File: config.mk
export PLATFORM = sky130hd
export DESIGN_NAME = alu16_pre
export DESIGN_NICKNAME = d
export VERILOG_FILES = /design/src/rtl/alu16_pkg.sv /design/src/rtl/alu16_cond.sv /design/src/rtl/alu16_core.sv /design/src/rtl/alu16_zdet.sv /design/src/rtl/alu16_pre.sv
export SDC_FILE = /design/constraint.sdc
export NUM_CORES = 1
export LEC_CHECK = 0
export BUFFER_PORTS_ARGS = -buffer_cell sky130_fd_sc_hd__buf_4
export CAP_MARGIN = 40
export CORE_ASPECT_RATIO = 0.7
export CORE_MARGIN = 3
export CORE_UTILIZATION = 50
export DETAILED_ROUTE_END_ITERATION = 10
export GPL_ROUTABILITY_DRIVEN = 0
export PLACE_DENSITY = 0.91
export SYNTH_ARGS = -nofsm -noshare
export SYNTH_HDL_FRONTEND = slang
export SYNTH_SLANG_ARGS = --single-unit
File: constraint.sdc
create_clock -name vclk -period 10.2
set_input_delay 0.51 -clock vclk [all_inputs]
set_output_delay 0.51 -clock vclk [all_outputs]
set_load 0.01 [all_outputs]
File: src/rtl/alu16_pkg.sv
package alu16_pkg;
  localparam int unsigned DATA_W = 16;

  // Per-operand conditioning controls.
  typedef struct packed {
    logic clear;
    logic invert;
  } cond_ctl_t;
endpackage

File: src/rtl/alu16_cond.sv
// Operand conditioner: clear, then invert.
module alu16_cond #(
  parameter int unsigned W = alu16_pkg::DATA_W
) (
  input  logic [W-1:0]          din,
  input  alu16_pkg::cond_ctl_t  ctl,
  output logic [W-1:0]          dout
);
  logic [W-1:0] cleared;

  assign cleared = ctl.clear ? '0 : din;
  assign dout    = ctl.invert ? ~cleared : cleared;
endmodule

File: src/rtl/alu16_core.sv
// Core function: ripple sum or bitwise AND, followed by an optional inversion.
module alu16_core #(
  parameter int unsigned W = alu16_pkg::DATA_W
) (
  input  logic [W-1:0] a,
  input  logic [W-1:0] b,
  input  logic         use_sum,
  input  logic         neg_res,
  output logic [W-1:0] y
);
  logic [W-1:0] sum;
  logic [W-1:0] cin;
  logic [W-1:0] core;

  assign cin[0] = 1'b0;

  for (genvar i = 0; i < W; i++) begin : g_bit
    assign sum[i] = a[i] ^ b[i] ^ cin[i];
    if (i < W - 1) begin : g_carry
      assign cin[i+1] = (a[i] & b[i]) | (cin[i] & (a[i] ^ b[i]));
    end
  end

  assign core = use_sum ? sum : (a & b);
  assign y    = neg_res ? ~core : core;
endmodule

File: src/rtl/alu16_zdet.sv
// Balanced OR-reduction tree over the full word; output high when all bits are zero.
module alu16_zdet #(
  parameter int unsigned W = alu16_pkg::DATA_W
) (
  input  logic [W-1:0] v,
  output logic         all_zero
);
  localparam int unsigned LV = (W < 2) ? 1 : $clog2(W);
  localparam int unsigned P  = 1 << LV;

  logic [P-1:0] pad;
  assign pad = P'(v);

  for (genvar k = 0; k < LV; k++) begin : g_lvl
    localparam int unsigned N = P >> (k + 1);
    logic [N-1:0] o;
    for (genvar j = 0; j < N; j++) begin : g_node
      if (k == 0) begin : g_leaf
        assign o[j] = pad[2*j] | pad[2*j+1];
      end else begin : g_inner
        assign o[j] = g_lvl[k-1].o[2*j] | g_lvl[k-1].o[2*j+1];
      end
    end
  end

  assign all_zero = ~g_lvl[LV-1].o[0];
endmodule

File: src/rtl/alu16_pre.sv
module alu16_pre #(
  parameter int unsigned W = alu16_pkg::DATA_W
) (
  input  logic [W-1:0] op_a,
  input  logic [W-1:0] op_b,
  input  logic         clr_a,
  input  logic         neg_a,
  input  logic         clr_b,
  input  logic         neg_b,
  input  logic         use_sum,
  input  logic         neg_res,
  output logic [W-1:0] res,
  output logic         is_zero,
  output logic         is_neg
);
  alu16_pkg::cond_ctl_t ctl_a, ctl_b;
  logic [W-1:0] ca, cb;

  assign ctl_a = '{clear: clr_a, invert: neg_a};
  assign ctl_b = '{clear: clr_b, invert: neg_b};

  alu16_cond #(.W(W)) u_cond_a (.din(op_a), .ctl(ctl_a), .dout(ca));
  alu16_cond #(.W(W)) u_cond_b (.din(op_b), .ctl(ctl_b), .dout(cb));

  alu16_core #(.W(W)) u_core (
    .a(ca), .b(cb), .use_sum(use_sum), .neg_res(neg_res), .y(res)
  );

  alu16_zdet #(.W(W)) u_zdet (.v(res), .all_zero(is_zero));

  assign is_neg = res[W-1];
endmodule

* Word-level counts from Yosys, hierarchy flattened
Cells that the tools add are included.
** Storage, ports and cells
- Bits of input ports :: 38
- Word-level logic and storage cells :: 100
- Output and inout port bits :: 18
- Register bits after elaboration :: 0
** Operators by class
- Multiplexer cells :: 6
- Bitwise operators :: 94
** Operators by type and width (count)
- 16-bit two-way mux :: 6
- 16-bit inverter :: 3
- 1-bit bitwise XOR :: 31
- 1-bit bitwise AND :: 29
- 1-bit OR :: 29
- 16-bit bitwise AND :: 1
- 1-bit inverter :: 1

* Logic depth before layout (Yosys ltp)
- Word-level depth :: 41
- Gate-level depth with buffers :: 26
- Depth with buffers taken out :: 25

* By module
A second synthesis with hierarchy kept.
** Second synthesis, totals
- Cells, all modules :: 147
- Area total of the unflattened synthesis :: 1755.4 um^2
** Modules (own cells, without submodules)
- alu16_cond :: cells an instance 35, area each 432.9 um^2, seq. area each 0.0 um^2, instances 2
- alu16_core :: cells an instance 71, area each 848.3 um^2, seq. area each 0.0 um^2, instances 1
- alu16_zdet :: cells an instance 5, area each 33.8 um^2, seq. area each 0.0 um^2, instances 1
- alu16_pre :: cells an instance 1, area each 7.5 um^2, seq. area each 0.0 um^2, instances 1

* Worst setup path before layout
OpenSTA, ideal clock, no wires.
- Kind :: in2out
- From :: input neg_b
- To :: output is_zero
- Setup slack :: 1.354 ns
- Data arrival time :: 8.336 ns
- Required time :: 9.690 ns
- Cell stages on the path :: 26
- Buffers on the path :: 2
- Cells stage by stage :: clkbuf_1 buf_2 xnor2_1 ha_1 fa_1 inv_1 fa_1 fa_1 inv_1 fa_1 fa_1 fa_1 fa_1 fa_1 fa_1 fa_1 fa_1 fa_1 fa_1 inv_1 fa_1 and2_1 or2_1 o31ai_1 o311ai_1 nor4_2
** Between the ends
- Longest elaborated chain between the ends :: 39
- Elaborated cells on any way between the ends :: 95
- Those cells by class :: mux: 3; bitwise: 92
** RTL lines
- from (decl) :: RTL line alu16_pre.sv:9 : input logic neg_b,
- 16-bit two-way mux * :: RTL line alu16_cond.sv:12 : assign dout = ctl.invert ? ~cleared : cleared;
- 1-bit bitwise AND or 1-bit bitwise XOR (tied branches) :: RTL line alu16_core.sv:20, alu16_core.sv:18
- 1-bit bitwise AND :: RTL line alu16_core.sv:20 : assign cin[i+1] = (a[i] & b[i]) | (cin[i] & (a[i] ^ b[i]));
- 1-bit OR :: RTL line alu16_core.sv:20
- 1-bit bitwise AND :: RTL line alu16_core.sv:20
- 1-bit OR :: RTL line alu16_core.sv:20
- 1-bit bitwise AND :: RTL line alu16_core.sv:20
- 1-bit OR :: RTL line alu16_core.sv:20
- [22 not listed]
- 1-bit bitwise XOR :: RTL line alu16_core.sv:18 : assign sum[i] = a[i] ^ b[i] ^ cin[i];
- 16-bit two-way mux * :: RTL line alu16_core.sv:24 : assign core = use_sum ? sum : (a & b);
- 16-bit inverter :: RTL line alu16_core.sv:25 : assign y = neg_res ? ~core : core;
- 16-bit two-way mux * :: RTL line alu16_core.sv:25
- 1-bit OR :: RTL line alu16_zdet.sv:19 : assign o[j] = pad[2*j] | pad[2*j+1];
- 1-bit OR (2 in a row) :: RTL line alu16_zdet.sv:21 : assign o[j] = g_lvl[k-1].o[2*j] | g_lvl[k-1].o[2*j+1];
- 1-bit OR * :: RTL line alu16_zdet.sv:21
- 1-bit inverter * :: RTL line alu16_zdet.sv:26 : assign all_zero = ~g_lvl[LV-1].o[0];
- to (decl) :: RTL line alu16_pre.sv:13 : output logic is_zero,
Every way passes the cells marked *; elsewhere a longest branch is shown, timed or not.

* Final worst setup path
- From :: input clr_b
- To :: output is_zero
** Between the ends
- Longest elaborated chain between the ends :: 41
- Elaborated cells on any way between the ends :: 97
- Those cells by class :: mux: 4; bitwise: 93
** RTL lines
- from (decl) :: RTL line alu16_pre.sv:8 : input logic clr_b,
- 16-bit two-way mux * :: RTL line alu16_cond.sv:11 : assign cleared = ctl.clear ? '0 : din;
- 16-bit inverter :: RTL line alu16_cond.sv:12
- 16-bit two-way mux * :: RTL line alu16_cond.sv:12
- 1-bit bitwise AND or 1-bit bitwise XOR (tied branches) :: RTL line alu16_core.sv:20, alu16_core.sv:18
- 1-bit bitwise AND :: RTL line alu16_core.sv:20
- 1-bit OR :: RTL line alu16_core.sv:20
- 1-bit bitwise AND :: RTL line alu16_core.sv:20
- 1-bit OR :: RTL line alu16_core.sv:20
- [24 not listed]
- 1-bit bitwise XOR :: RTL line alu16_core.sv:18
- 16-bit two-way mux * :: RTL line alu16_core.sv:24
- 16-bit inverter :: RTL line alu16_core.sv:25
- 16-bit two-way mux * :: RTL line alu16_core.sv:25
- 1-bit OR :: RTL line alu16_zdet.sv:19
- 1-bit OR (2 in a row) :: RTL line alu16_zdet.sv:21
- 1-bit OR * :: RTL line alu16_zdet.sv:21
- 1-bit inverter * :: RTL line alu16_zdet.sv:26
Marked as above.

==> flow_summary.yaml <==
synth:
  yosysSeqAreaShare: 0
  synth_compound_area_frac: 0.0426
  ys.warnings.count: 0
  mappedNetlistNets: 254
  synth-xor-area-share: 0.266
  yosys-top-cells-area: "xnor2_1, fa_1, nand2b_1, ha_1, mux2i_1"
  yosysUniqueCellTypes: 35
  postSynthCellCount: 186
  synth_top_family_by_area: "adder cells"
  syn_area_mm2: 0.00162
  synth_top_area_cell: "xnor2_1"
  synth-simple-area-share: 0.223
  synth_top_area_share: 0.255
  synth_area_per_cell_um2: 8.68
  synthMuxAreaShare: 0.0930
  synthAdderAreaFrac: 0.297
timing:
  hold_slack_ns: 1.55
  fin_crit_sh: 0.878
  fmax_mhz: 112
  rsz0062_at_grt: "false"
  timing.final.hold_violations: 0
  setup_viol: 0
  worst_pin_slew_ns: 0.369
  slew_violations: 0
  slew_headroom: 0.752
  finalCriticalPeriod_ns: 8.96
  setup_tns_ns: 0
clock_network:
  ctsResizeCount: 0
  postCtsHoldBufs: 0
  cts_setup_buffers: 0
floorplan:
  row_count: 16
  dieArea_mm2: 0.00396
  io_pins: 56
  core_region_area_mm2: 0.00294
  initial_core_util: 0.549
  die_w_um: 73.9
  die_h_um: 53.6
cells_and_area:
  seq_area_um2: 0
  final.clkbuf_count: 0
  area_growth_pct: 23.9
  diodes: 0
  multi_input_area_mm2: 0.00149
  seq_cells: 0
  final_cell_area_mm2: 0.00200
  final_cell_count_no_fill: 265
  final.fill_count: 234
  drive_gt1_frac: 0.271
  finalNetCount: 299
critical_path:
  crit_fanout: 16
  critPathKind: "input pin to output pin"
  cp.arrival_ns: 8.45
  required_ns: 9.69
  critPathLaunchType: "input pin"
  critPathCaptureType: "output pin"
routing:
  drt_first_pass_iters: 4
  vias: 1368
  drt_iter0_markers: 94
  routedWlPerCell_um: 13.7
  dr_wl_met2_um: 1570
  wl_met1_um: 1810
  viasPerCell: 5.16
  drcViolationCount: 0
  dr_wl_met3_um: 216
  routed.top_layer: "met4"
  totalWireLength_um: 3630
  ant_nets: 0
outcome:
  status: "completed"
power:
  power_density_mw_per_mm2: 94.1
  power_uw: 188
  p_leak_uw: 0.000896
  ir_worst_vdd_mv: 0.0418
global_route:
  grt_max_degree: 33
  grt_pass1_vias: 1304
  antenna_found_initial: 0
  track_usage: 0.191
  gr-total-overflow: 0
  grt_pass1_wl_um: 6020
placed_design:
  placed_cell_area_mm2: 0.00200
  dp.cells: 265
  io_buffers: 56
  dp_hpwl_um: 3150
job:
  maxCapViolCount: 0
worst_hold_path:
  hold_path.class: "input pin to output pin"
## kinds of logic (layout without fill, tap and decap cells)
group / Yosys count / count (layout)
and+or+nand+nor: 57 / 57
muxes: 15 / 15
buffers and inverters: 25 / 68
adders and majority gates: 30 / 30
xor gates and xnor gates: 49 / 49
AOI/OAI and AO/OA: 10 / 10
## synth_stat cells (all sizes together)
cell / count
o21ai: 4
clkbuf: 5
nor3: 1
o2111ai: 1
fa: 14
or2: 1
nand4: 1
or4: 5
o211ai: 1
a21oi: 1
and3: 4
buf: 8
and2: 1
inv: 11
o31ai: 1
nand2b: 33
ha: 16
clkinvlp: 1
nor4: 1
o311ai: 1
xor2: 2
mux2i: 15
a22oi: 1
xnor2: 47
nor2: 1
nand3: 7
or3: 2
## area by class of cell
cell class | count | share of cell area
Multi-Input combinational cell | 161 | 0.744
Timing Repair Buffer | 56 | 0.210
Inverter | 12 | 0.0231
Tap cell | 36 | 0.0225
## worst max-delay path, stage by stage
cell      delay (ns)
buf_4           0.16
nand2b_1        0.16
xnor2_1         0.13
ha_1            0.24
fa_1            0.42
inv_1           0.08
fa_1            0.20
fa_1            0.18
inv_1           0.06
fa_1            0.48
fa_1            0.47
fa_1            0.46
fa_1            0.45
fa_1            0.46
fa_1            0.46
fa_1            0.47
fa_1            0.47
fa_1            0.46
fa_1            0.42
inv_1           0.09
fa_1            0.37
and2_1          0.16
or2_1           0.23
o31ai_1         0.27
o311ai_1        0.16
nor4_2          0.25
buf_4           0.17
## through the flow
step / worst slack (ns) / util
finish: 1.24 / 0.680
global route: 0.883 / 0.680
CTS: 1.18 / 0.680
detailed placement: 1.18 / 0.680
global placement: 1.36 / 0.680
floorplan: 1.35 / -
## final timing paths
kind	from	end	slack, ns	depth (start not counted)
max	clr_b	is_zero	1.24	27
min	neg_res	res[5]	1.55	3
## report_power, final
part / switching [µW] / leakage (µW) / internal, µW
sequential: 0 / 0 / 0
combinational: 93.1 / 0.000896 / 95.0
clock: 0 / 0 / 0
## routing by layer
| metal | track usage | up-vias |
|---|---|---|
| met5 | 0 | - |
| met4 | 0.0241 | 0 |
| met3 | 0.00933 | 2 |
| met2 | 0.321 | 56 |
| met1 | 0.281 | 627 |
| li1 | - | 683 |
## layout by cell type, fill, tap and decap left out, types with 2 or more instances in the layout
cell type | Yosys | layout
and3_1 | 3 | 3
inv_1 | 11 | 11
fa_1 | 14 | 14
nand3_1 | 7 | 7
ha_1 | 16 | 16
xor2_1 | 2 | 2
mux2i_1 | 15 | 15
xnor2_1 | 47 | 47
or4_1 | 4 | 4
buf_4 | 2 | 56
o21ai_0 | 2 | 2
nand2b_1 | 33 | 33
No activity file was read; power rests on OpenSTA's default activity.
